--- src/rtl/yuvrgb_pkg.sv ---
package yuvrgb_pkg;

  localparam int NUM_COEF = 5;
  localparam int NUM_BANK = 2;

  typedef enum logic [2:0] {
    FLD_C0    = 3'd0,
    FLD_C1    = 3'd1,
    FLD_C2    = 3'd2,
    FLD_C3    = 3'd3,
    FLD_C4    = 3'd4,
    FLD_YOFS  = 3'd5,
    FLD_UVOFS = 3'd6,
    FLD_NONE  = 3'd7
  } cfg_field_e;

  // Reset presets as signed integers (fraction bits = 8)
  function automatic int preset_coef(int bank, int idx);
    int r;
    r = 0;
    if (bank == 0) begin
      case (idx)
        0: r = 256;
        1: r = 291;
        2: r = -149;
        3: r = -101;
        4: r = 520;
        default: r = 0;
      endcase
    end else begin
      case (idx)
        0: r = 298;
        1: r = 408;
        2: r = -208;
        3: r = -100;
        4: r = 516;
        default: r = 0;
      endcase
    end
    return r;
  endfunction

  function automatic int preset_yofs(int bank);
    return (bank == 0) ? 0 : -16;
  endfunction

  function automatic int preset_uvofs(int bank);
    return (bank == 0) ? 0 : -128;
  endfunction

endpackage

--- src/rtl/yuvrgb_coef_bank.sv ---
module yuvrgb_coef_bank
  import yuvrgb_pkg::*;
#(
  parameter int COEF_W = 11,
  parameter int OFS_W  = 9
) (
  input  logic                     clk,
  input  logic                     rst_n,
  input  logic                     cfg_we,
  input  logic                     cfg_bank,
  input  logic [2:0]               cfg_addr,
  input  logic [COEF_W-1:0]        cfg_wdata,
  input  logic                     sel_ycc,
  output logic signed [COEF_W-1:0] coef_o [NUM_COEF],
  output logic signed [OFS_W-1:0]  yofs_o,
  output logic signed [OFS_W-1:0]  uvofs_o
);

  localparam int FLAT_W = NUM_COEF * COEF_W + 2 * OFS_W;

  logic signed [COEF_W-1:0] coef_q  [NUM_BANK][NUM_COEF];
  logic signed [COEF_W-1:0] coef_d  [NUM_BANK][NUM_COEF];
  logic signed [OFS_W-1:0]  yofs_q  [NUM_BANK];
  logic signed [OFS_W-1:0]  yofs_d  [NUM_BANK];
  logic signed [OFS_W-1:0]  uvofs_q [NUM_BANK];
  logic signed [OFS_W-1:0]  uvofs_d [NUM_BANK];
  logic [FLAT_W-1:0]        flat    [NUM_BANK];

  // Next-state: a single field of a single set per write
  always_comb begin
    coef_d  = coef_q;
    yofs_d  = yofs_q;
    uvofs_d = uvofs_q;
    case (cfg_field_e'(cfg_addr))
      FLD_C0, FLD_C1, FLD_C2, FLD_C3, FLD_C4:
        coef_d[cfg_bank][cfg_addr] = cfg_wdata;
      FLD_YOFS:
        yofs_d[cfg_bank] = cfg_wdata[OFS_W-1:0];
      FLD_UVOFS:
        uvofs_d[cfg_bank] = cfg_wdata[OFS_W-1:0];
      default: ;
    endcase
  end

  always_ff @(posedge clk or negedge rst_n) begin
    if (!rst_n) begin
      for (int b = 0; b < NUM_BANK; b++) begin
        for (int i = 0; i < NUM_COEF; i++) begin
          coef_q[b][i] <= COEF_W'(preset_coef(b, i));
        end
        yofs_q[b]  <= OFS_W'(preset_yofs(b));
        uvofs_q[b] <= OFS_W'(preset_uvofs(b));
      end
    end else if (cfg_we) begin
      coef_q  <= coef_d;
      yofs_q  <= yofs_d;
      uvofs_q <= uvofs_d;
    end
  end

  // Read side: the set picked by the incoming sample's mode
  always_comb begin
    for (int i = 0; i < NUM_COEF; i++) begin
      coef_o[i] = coef_q[sel_ycc][i];
    end
    yofs_o  = yofs_q[sel_ycc];
    uvofs_o = uvofs_q[sel_ycc];
  end

  always_comb begin
    for (int b = 0; b < NUM_BANK; b++) begin
      for (int i = 0; i < NUM_COEF; i++) begin
        flat[b][i*COEF_W +: COEF_W] = coef_q[b][i];
      end
      flat[b][NUM_COEF*COEF_W +: OFS_W]         = yofs_q[b];
      flat[b][NUM_COEF*COEF_W + OFS_W +: OFS_W] = uvofs_q[b];
    end
  end

  for (genvar b = 0; b < NUM_BANK; b++) begin : g_keep

    bank_keep_chk: assert property (@(posedge clk) disable iff (!rst_n)
      !(cfg_we && (cfg_bank == 1'(b)) && (cfg_addr != 3'd7)) |=> $stable(flat[b]));
  end

endmodule

--- src/rtl/yuvrgb_offset_stage.sv ---
module yuvrgb_offset_stage
  import yuvrgb_pkg::*;
#(
  parameter int PIX_W  = 8,
  parameter int COEF_W = 11,
  parameter int OFS_W  = 9,
  parameter int SUM_W  = 10
) (
  input  logic                     clk,
  input  logic                     rst_n,
  input  logic                     in_valid,
  input  logic [PIX_W-1:0]         in_y,
  input  logic [PIX_W-1:0]         in_u,
  input  logic [PIX_W-1:0]         in_v,
  input  logic signed [COEF_W-1:0] coef_i [NUM_COEF],
  input  logic signed [OFS_W-1:0]  yofs_i,
  input  logic signed [OFS_W-1:0]  uvofs_i,
  output logic                     s1_valid,
  output logic signed [SUM_W-1:0]  ys_o,
  output logic signed [SUM_W-1:0]  us_o,
  output logic signed [SUM_W-1:0]  vs_o,
  output logic signed [COEF_W-1:0] coef_o [NUM_COEF]
);

  localparam int ZEXT = SUM_W - PIX_W;
  localparam int SEXT = SUM_W - OFS_W;

  logic signed [SUM_W-1:0] yofs_x, uvofs_x;
  logic signed [SUM_W-1:0] ys_d, us_d, vs_d;

  always_comb begin
    yofs_x  = {{SEXT{yofs_i[OFS_W-1]}}, yofs_i};
    uvofs_x = {{SEXT{uvofs_i[OFS_W-1]}}, uvofs_i};
    ys_d    = $signed({{ZEXT{1'b0}}, in_y}) + yofs_x;
    us_d    = $signed({{ZEXT{1'b0}}, in_u}) + uvofs_x;
    vs_d    = $signed({{ZEXT{1'b0}}, in_v}) + uvofs_x;
  end

  always_ff @(posedge clk or negedge rst_n) begin
    if (!rst_n) begin
      s1_valid <= 1'b0;
    end else begin
      s1_valid <= in_valid;
    end
  end

  always_ff @(posedge clk or negedge rst_n) begin
    if (!rst_n) begin
      ys_o <= '0;
      us_o <= '0;
      vs_o <= '0;
      for (int i = 0; i < NUM_COEF; i++) coef_o[i] <= '0;
    end else if (in_valid) begin
      ys_o <= ys_d;
      us_o <= us_d;
      vs_o <= vs_d;
      for (int i = 0; i < NUM_COEF; i++) coef_o[i] <= coef_i[i];
    end
  end


  s1_valid_chk: assert property (@(posedge clk) disable iff (!rst_n)
    in_valid |=> s1_valid);

  s1_idle_chk: assert property (@(posedge clk) disable iff (!rst_n)
    !in_valid |=> !s1_valid);

endmodule

--- src/rtl/yuvrgb_mult_stage.sv ---
module yuvrgb_mult_stage
  import yuvrgb_pkg::*;
#(
  parameter int COEF_W = 11,
  parameter int SUM_W  = 10,
  parameter int PROD_W = 21
) (
  input  logic                     clk,
  input  logic                     rst_n,
  input  logic                     s1_valid,
  input  logic signed [SUM_W-1:0]  ys_i,
  input  logic signed [SUM_W-1:0]  us_i,
  input  logic signed [SUM_W-1:0]  vs_i,
  input  logic signed [COEF_W-1:0] coef_i [NUM_COEF],
  output logic                     s2_valid,
  output logic signed [PROD_W-1:0] prod_o [NUM_COEF]
);

  logic signed [SUM_W-1:0]  opnd   [NUM_COEF];
  logic signed [PROD_W-1:0] prod_d [NUM_COEF];

  // Operand per coefficient: C0 luma, C1/C2 red-difference, C3/C4 blue-difference
  for (genvar i = 0; i < NUM_COEF; i++) begin : g_mul
    if (i == 0) begin : g_luma
      assign opnd[i] = ys_i;
    end else if (i == 1 || i == 2) begin : g_vchroma
      assign opnd[i] = vs_i;
    end else begin : g_uchroma
      assign opnd[i] = us_i;
    end
    assign prod_d[i] = PROD_W'(coef_i[i]) * PROD_W'(opnd[i]);
  end

  always_ff @(posedge clk or negedge rst_n) begin
    if (!rst_n) begin
      s2_valid <= 1'b0;
    end else begin
      s2_valid <= s1_valid;
    end
  end

  always_ff @(posedge clk or negedge rst_n) begin
    if (!rst_n) begin
      for (int i = 0; i < NUM_COEF; i++) prod_o[i] <= '0;
    end else if (s1_valid) begin
      for (int i = 0; i < NUM_COEF; i++) prod_o[i] <= prod_d[i];
    end
  end


  s2_valid_chk: assert property (@(posedge clk) disable iff (!rst_n)
    s1_valid |=> s2_valid);

  s2_idle_chk: assert property (@(posedge clk) disable iff (!rst_n)
    !s1_valid |=> !s2_valid);

endmodule

--- src/rtl/yuvrgb_sum_clamp.sv ---
module yuvrgb_sum_clamp
  import yuvrgb_pkg::*;
#(
  parameter int PROD_W = 21,
  parameter int ACC_W  = 23,
  parameter int PIX_W  = 8,
  parameter int FRAC_W = 8
) (
  input  logic                     clk,
  input  logic                     rst_n,
  input  logic                     s2_valid,
  input  logic signed [PROD_W-1:0] prod_i [NUM_COEF],
  output logic                     out_valid,
  output logic [PIX_W-1:0]         out_r,
  output logic [PIX_W-1:0]         out_g,
  output logic [PIX_W-1:0]         out_b
);

  localparam int NUM_CH = 3;
  localparam logic signed [ACC_W-1:0] RND     = ACC_W'(1 << (FRAC_W - 1));
  localparam logic signed [ACC_W-1:0] PIX_MAX = ACC_W'((1 << PIX_W) - 1);

  logic signed [ACC_W-1:0] term [NUM_COEF];
  logic signed [ACC_W-1:0] acc  [NUM_CH];
  logic signed [ACC_W-1:0] shf  [NUM_CH];
  logic [PIX_W-1:0]        pix_d [NUM_CH];
  logic [PIX_W-1:0]        pix_q [NUM_CH];

  for (genvar i = 0; i < NUM_COEF; i++) begin : g_ext
    assign term[i] = ACC_W'(prod_i[i]);
  end

  // Channel sums: red, green (two chroma terms), blue
  assign acc[0] = term[0] + term[1];
  assign acc[1] = term[0] + term[3] + term[2];
  assign acc[2] = term[0] + term[4];

  for (genvar c = 0; c < NUM_CH; c++) begin : g_ch
    assign shf[c]   = (acc[c] + RND) >>> FRAC_W;
    assign pix_d[c] = (shf[c] < 0)       ? '0 :
                      (shf[c] > PIX_MAX) ? {PIX_W{1'b1}} :
                                           shf[c][PIX_W-1:0];

    always_ff @(posedge clk or negedge rst_n) begin
      if (!rst_n) begin
        pix_q[c] <= '0;
      end else if (s2_valid) begin
        pix_q[c] <= pix_d[c];
      end
    end


    hold_chk: assert property (@(posedge clk) disable iff (!rst_n)
      !s2_valid |=> $stable(pix_q[c]));

    clamp_low_chk: assert property (@(posedge clk) disable iff (!rst_n)
      (s2_valid && (shf[c] < 0)) |=> (pix_q[c] == '0));

    clamp_high_chk: assert property (@(posedge clk) disable iff (!rst_n)
      (s2_valid && (shf[c] > PIX_MAX)) |=> (&pix_q[c]));
  end

  always_ff @(posedge clk or negedge rst_n) begin
    if (!rst_n) begin
      out_valid <= 1'b0;
    end else begin
      out_valid <= s2_valid;
    end
  end

  assign out_r = pix_q[0];
  assign out_g = pix_q[1];
  assign out_b = pix_q[2];


  out_valid_chk: assert property (@(posedge clk) disable iff (!rst_n)
    s2_valid |=> out_valid);

endmodule

--- src/rtl/yuv2rgb_conv.sv ---
module yuv2rgb_conv
  import yuvrgb_pkg::*;
#(
  parameter int PIX_W  = 8,
  parameter int COEF_W = 11,
  parameter int FRAC_W = 8,
  parameter int OFS_W  = 9
) (
  input  logic              clk,
  input  logic              rst_n,
  input  logic              cfg_we,
  input  logic              cfg_bank,
  input  logic [2:0]        cfg_addr,
  input  logic [COEF_W-1:0] cfg_wdata,
  input  logic              in_valid,
  input  logic              in_ycc,
  input  logic [PIX_W-1:0]  in_y,
  input  logic [PIX_W-1:0]  in_u,
  input  logic [PIX_W-1:0]  in_v,
  output logic              out_valid,
  output logic [PIX_W-1:0]  out_r,
  output logic [PIX_W-1:0]  out_g,
  output logic [PIX_W-1:0]  out_b
);

  localparam int SUM_W  = ((PIX_W + 1 > OFS_W) ? PIX_W + 1 : OFS_W) + 1;
  localparam int PROD_W = COEF_W + SUM_W;
  localparam int ACC_W  = PROD_W + 2;

  // Reset: asserted asynchronously, released on a clock edge
  logic [1:0] rst_pipe;
  logic       rst_core_n;

  always_ff @(posedge clk or negedge rst_n) begin
    if (!rst_n) begin
      rst_pipe <= 2'b00;
    end else begin
      rst_pipe <= {rst_pipe[0], 1'b1};
    end
  end
  assign rst_core_n = rst_pipe[1];

  logic signed [COEF_W-1:0] coef_sel [NUM_COEF];
  logic signed [OFS_W-1:0]  yofs_sel, uvofs_sel;

  logic                     s1_valid;
  logic signed [SUM_W-1:0]  ys, us, vs;
  logic signed [COEF_W-1:0] coef_s1 [NUM_COEF];

  logic                     s2_valid;
  logic signed [PROD_W-1:0] prod [NUM_COEF];

  yuvrgb_coef_bank #(.COEF_W(COEF_W), .OFS_W(OFS_W)) u_bank (
    .clk       (clk),
    .rst_n     (rst_core_n),
    .cfg_we    (cfg_we),
    .cfg_bank  (cfg_bank),
    .cfg_addr  (cfg_addr),
    .cfg_wdata (cfg_wdata),
    .sel_ycc   (in_ycc),
    .coef_o    (coef_sel),
    .yofs_o    (yofs_sel),
    .uvofs_o   (uvofs_sel)
  );

  yuvrgb_offset_stage #(
    .PIX_W(PIX_W), .COEF_W(COEF_W), .OFS_W(OFS_W), .SUM_W(SUM_W)
  ) u_ofs (
    .clk      (clk),
    .rst_n    (rst_core_n),
    .in_valid (in_valid),
    .in_y     (in_y),
    .in_u     (in_u),
    .in_v     (in_v),
    .coef_i   (coef_sel),
    .yofs_i   (yofs_sel),
    .uvofs_i  (uvofs_sel),
    .s1_valid (s1_valid),
    .ys_o     (ys),
    .us_o     (us),
    .vs_o     (vs),
    .coef_o   (coef_s1)
  );

  yuvrgb_mult_stage #(
    .COEF_W(COEF_W), .SUM_W(SUM_W), .PROD_W(PROD_W)
  ) u_mul (
    .clk      (clk),
    .rst_n    (rst_core_n),
    .s1_valid (s1_valid),
    .ys_i     (ys),
    .us_i     (us),
    .vs_i     (vs),
    .coef_i   (coef_s1),
    .s2_valid (s2_valid),
    .prod_o   (prod)
  );

  yuvrgb_sum_clamp #(
    .PROD_W(PROD_W), .ACC_W(ACC_W), .PIX_W(PIX_W), .FRAC_W(FRAC_W)
  ) u_sum (
    .clk       (clk),
    .rst_n     (rst_core_n),
    .s2_valid  (s2_valid),
    .prod_i    (prod),
    .out_valid (out_valid),
    .out_r     (out_r),
    .out_g     (out_g),
    .out_b     (out_b)
  );


  reset_quiet_chk: assert property (@(posedge clk)
    !rst_core_n |-> !out_valid);

endmodule

--- config.mk ---
export PLATFORM = sky130hd
export DESIGN_NAME = yuv2rgb_conv
export DESIGN_NICKNAME = d
export VERILOG_FILES = /design/src/rtl/yuvrgb_pkg.sv /design/src/rtl/yuvrgb_coef_bank.sv /design/src/rtl/yuvrgb_offset_stage.sv /design/src/rtl/yuvrgb_mult_stage.sv /design/src/rtl/yuvrgb_sum_clamp.sv /design/src/rtl/yuv2rgb_conv.sv
export SDC_FILE = /design/constraint.sdc
export NUM_CORES = 2
export LEC_CHECK = 0
export ABC_CLOCK_PERIOD_IN_PS = 15200
export BUFFER_PORTS_ARGS = -buffer_cell sky130_fd_sc_hd__clkbuf_2
export CAP_MARGIN = 20
export CORE_MARGIN = 2
export CORE_UTILIZATION = 53
export DETAILED_ROUTE_END_ITERATION = 10
export PLACE_DENSITY_LB_ADDON = 0.2
export SETUP_SLACK_MARGIN = 0.4
export SYNTH_ARGS = -nofsm -noshare
export SYNTH_HDL_FRONTEND = slang
export SYNTH_HIERARCHICAL = 1
export SYNTH_SLANG_ARGS = --single-unit
--- constraint.sdc ---
create_clock -name clk -period 15.2 [get_ports clk]
set_clock_uncertainty 0.05 [all_clocks]
set_input_delay 0.76 -clock clk [delete_from_list [all_inputs] [get_ports clk]]
set_output_delay 0.76 -clock clk [all_outputs]
set_load 0.005 [all_outputs]
=== After elaboration in Yosys (flattened, before gate mapping) ===
Index checks and enable logic that the tools add are counted.

* Register bits after elaboration: 365
* Input bits: 44

* Multipliers: 5
* Reduce and logical (&&, ||, !) cells: 7
* Mux-type cells: 24
* $add $sub $neg: 10
* $lt $le $gt $ge: 11
* Bitwise operators: 3
* Equal/unequal tests: 6

{| class="wikitable"
|+ Operator list
! kind !! number
|-
| 55-bit 2-to-1 mux || 4
|-
| 110-bit bitwise mux || 1
|-
| 11-bit by 10-bit multiplier with 21-bit output || 5
|-
| 21-bit by 21-bit adder with 22-bit output || 3
|-
| 9-bit 2-to-1 mux || 7
|-
| 55-bit demux with 1-bit select || 1
|-
| 8-bit 2-to-1 mux || 6
|-
| 22-bit by 9-bit adder with 23-bit output (second input constant) || 2
|-
| 15-bit by 9-bit > comparator with 1-bit output (second input constant) || 3
|-
| 15-bit by 1-bit less-than comparator with 1-bit output (second input constant) || 3
|-
| 18-bit bitwise mux || 2
|-
| 11-bit demux with 3-bit select || 1
|-
| 9-bit by 9-bit adder with 10-bit output || 3
|-
| 22-bit by 21-bit adder with 23-bit output || 1
|-
| 23-bit by 9-bit adder with 23-bit output (second input constant) || 1
|-
| 11-bit 2-to-1 mux || 1
|-
| 9-bit demux with 1-bit select || 1
|-
| 3-bit == test (second input constant) || 3
|-
| 3-bit by 2-bit == test with 1-bit output (second input constant) || 2
|-
| 2-bit AND reduction || 3
|-
| 5-bit OR reduction || 1
|-
| 2-bit greater-or-equal comparator (second input constant) || 2
|-
| 4-bit greater-or-equal comparator (second input constant) || 1
|-
| 4-bit by 1-bit less-than comparator with 1-bit output (second input constant) || 1
|-
| 6 further kinds || 8
|}

=== Depth between registers and ports, before layout ===
* Word-level depth: 8
* Mapped depth: 19

=== Modules after synthesis ===
The synthesis kept the hierarchy.

{| class="wikitable"
|+ Modules (own cells, without submodules)
! module !! cells each !! area an instance (um^2) !! instances
|-
| yuvrgb_mult_stage || 2799 || 25562.0 || 1
|-
| yuvrgb_coef_bank || 416 || 6498.7 || 1
|-
| yuvrgb_sum_clamp || 597 || 5048.6 || 1
|-
| yuvrgb_offset_stage || 349 || 4300.4 || 1
|-
| yuv2rgb_conv || 3 || 53.8 || 1
|}

=== Worst setup path before layout ===
Ideal clock, no wire load.

* Path type: reg-to-reg
* From: reg u_ofs.us_o[1]
* To: reg u_mul/prod_o[41] in the netlist's numbering
* Data arrival time: 5.172 ns
* Stages on the path, launching flop included: 17
* Path slack: 9.830 ns
* Required time: 15.002 ns
* Period minus slack after synthesis: 5.370 ns
* Library setup time: 0.148 ns
* Cell sequence: dfrtp_1 > clkbuf_1 > nand2_1 > fa_1 > inv_1 > fa_1 > inv_1 > fa_1 > fa_1 > inv_1 > fa_1 > ha_1 > a21o_1 > or2_1 > a2111oi_2 > o31a_1 > o221ai_1

* Cells in the longest elaborated chain, start to end: 1

{| class="wikitable"
|+ RTL lines
! element !! RTL line !! source
|-
| start: declaration || yuvrgb_offset_stage.sv:20 || <nowiki>output logic signed [SUM_W-1:0] us_o,</nowiki>
|-
| start signal: assignment || yuvrgb_offset_stage.sv:55 || <nowiki>us_o <= us_d;</nowiki>
|-
| 11-bit by 10-bit multiplier with 21-bit output || yuvrgb_mult_stage.sv:31 || <nowiki>assign prod_d[i] = PROD_W'(coef_i[i]) * PROD_W'(opnd[i]);</nowiki>
|-
| end: declaration || yuvrgb_mult_stage.sv:16 || <nowiki>output logic signed [PROD_W-1:0] prod_o [NUM_COEF]</nowiki>
|}

No other way between the ends.
A chain may end at the register's enable or synchronous reset.

=== Final worst setup path ===
* From: reg u_ofs.us_o[2]
* To: reg u_mul/prod_o[41] in the netlist's numbering

The elaborated chain is that of the path after synthesis.

==> results.toml <==
[outcome]
outcome = "completed"

[sta]
setup_viol = 0
finalSetupTns_ns = 0
worst_slew_pin_slew_ns = 1.14
slew_headroom = 0.237
rsz0062_at_grt = "false"
final_hold_viol_count = 0
layout_min_cycle_time_ns = 6.08
max_freq_mhz = 164
slew_violations = 0
fin_crit_sh = 0.400

[die]
core-area_sq_um = 77500
die_y_um = 284
start_util = 0.535
die_w_um = 284
dieArea_sq_um = 80500
io_pins = 69
core.rowCount = 102

[grt]
antenna_found_initial = 3
grt_max_degree = 167
grt_pass1_vias = 29700
globalRouteOverflowTotal = 0
grt_usage = 0.255
grt_pass1_wl_mm = 164

[hold_path]
min-delay-start = "rst_pipe[0]"
hp-class = "register to register"

[detailed_routing]
first_iter_violations = 2030
first_pass_iters = 5
vias = 28600
drc = 0
wl_per_cell_um = 19.1
ant_nets = 0
routed_via_density = 5.50
postRouteWirelength_mm = 99.2

[logic_synthesis]
async_reset_ff_frac = 1.00
syn_area_per_cell_sq_um = 9.96
syn-num-nets = 5125
ys_warn_count = 6
synth_area_sq_um = 41500
synthFlopType = "dfrtp_1"
ys_ff_latch = 365
synthCells = 4164
yosys.cell_types.count = 97
seq_area_frac_synth = 0.222
synth_edf_count = 0

[setup_path]
slowest_stage = "dfrtp_1"
crit_fanout = 23
reg2reg_from = "u_ofs/us_o[2]"
cpMostUsedCell = "fa_1"
critPathCapture = "u_mul/prod_o[41]"
cp_top_family = "adder cells"
critPathMaxStageDelay_ns = 0.87
critical_path_required_ns = 15.55
r2r_end = "u_mul/prod_o[41]"
startpoint = "u_ofs/us_o[2]"
worst-r2r-cell-count = 15
worst_setup_path_start_kind = "register"
endpoint_kind = "register"
path_buf_inv = 3
crit_chain = "nand2_1 > fa_1 > inv_1 > fa_1 > inv_1 > fa_1 > fa_1 > inv_1 > fa_1 > ha_1 > a21o_1 > or2_1 > a2111oi_2 > o31a_1 > o221ai_1"
worst-path-stages = 15
worst-setup-path-type = "register to register"
regToRegSetupSlack_ns = 9.12
critical_path_arrival_ns = 6.44

[cts]
cts_sinks = 365
cts_buffers = 46
post-cts-setup-buffer-count = 0
clock_latency_ns = 0.61
cts_resized = 0
cts_htree_levels = 2
cts_tree = "yes"
cts_hold_buf = 1
cts.path.max_buffers = 3
clkSlewWorstSetupHoldPaths_ns = 0.06
cts_root_buf = "clkbuf_16"

[cells_and_area]
nFillCells = 6802
area_growth_syn_to_layout_pct = 6.68
layout.nets = 5083
drive_gt1_frac = 0.141
num_antenna_cells = 0
fin_cells = 5200
multi_input_area_sq_um = 28500
final_cell_mix = "inv_1, fa_1, nand2_1, ha_1, mux2_2"
final_common_cell = "inv_1"
regArea_sq_um = 9210

[placement]
dp_hpwl_mm = 76.8
numPortBuffers = 68
routabilityCongestion = 0.878
placed_cells = 5113

[job]
maxCapViolCount = 0
## per-stage QoR
| stage | cell area, sq um | setup WS, ns | hold WS, ns | util |
|---|---|---|---|---|
| 2_1_floorplan | 41500 | 4.31 | 0.281 | - |
| 3_3_place_gp | 42500 | 9.26 | 0.285 | 0.549 |
| 3_5_place_dp | 42500 | 9.12 | 0.292 | 0.549 |
| 4_1_cts | 44200 | 9.06 | 0.306 | 0.571 |
| 5_1_grt | 44200 | 8.66 | 0.317 | 0.571 |
| 6_report | 44200 | 9.12 | 0.302 | 0.571 |
## registers in the layout, indices dropped and copies added, names as in the netlist, 10 cells and up
name and flops:
u_bank/coef_q 110, u_mul/prod_o 105, u_ofs/coef_o 55, u_bank/flat 36, u_ofs/us_o 10, u_ofs/vs_o 10, u_ofs/ys_o 10
## final cells by class
| type | count | share of cell area |
|---|---|---|
| Clock buffer | 65 | 0.0306 |
| Tap cell | 1040 | 0.0294 |
| Timing Repair Buffer | 81 | 0.0106 |
| Inverter | 810 | 0.0687 |
| Sequential cell | 365 | 0.208 |
| Clock inverter | 21 | 0.00735 |
| Multi-Input combinational cell | 2818 | 0.645 |
## Yosys cell counts (22+ instances only)
cell      instances  area [sq um]
dfrtp_1         313          7830
fa_1            518         10400
a21o_1           48           360
a21oi_1         126           631
o211ai_1         22           165
inv_1           807          3030
ha_1            399          4990
nor2_1          102           383
a211oi_1         23           173
nand2b_1         26           163
clkbuf_1        143           537
nand2_1         418          1570
xnor2_1         102           893
o21ai_0          63           315
mux2_2          321          3610
and2_1          198          1240
dfstp_2          52          1370
nand3_1          39           195
## cells by family (layout without fill, tap and decap cells)
family / Yosys count / in the layout / synth area share
buf+inv: 981 / 977 / 0.0899
simple gates: 924 / 924 / 0.109
fa+ha+maj: 917 / 917 / 0.371
compound gates: 509 / 509 / 0.0876
flops: 365 / 365 / 0.222
mux: 345 / 345 / 0.0946
xor+xnor: 122 / 122 / 0.0261
other cells: 1 / 1 / 0.0000904
## how the worst min path moves through the flow
stage	end	cells after the start	slack [ns]
4_1_cts	rst_pipe[1]	0	0.31
2_1_floorplan	rst_pipe[1]	0	0.28
6_report	rst_pipe[1]	0	0.30
5_1_grt	rst_pipe[1]	0	0.32
3_5_place_dp	rst_pipe[1]	0	0.29
3_3_place_gp	rst_pipe[1]	0	0.29
## per-layer routing
metal  up-vias  share of wire  global-route usage
met3       120          0.054              0.0354
met2       769           0.44               0.396
met4         0          0.021              0.0594
met1     14400           0.48               0.379
met5         -              0                   0
li1      13300              -                   -
## worst reg2reg max path, delay by kind of cell, from the launching register on
family | cells | cell delay [ns]
flops | 1 | 0.87
buf+inv | 3 | 0.31
fa+ha+maj | 6 | 3.18
simple gates | 2 | 0.53
compound gates | 4 | 0.93
Power is left out: the tool's default activity adds up to more than one toggle a clock period on the data nets, which glitch-free logic cannot reach.
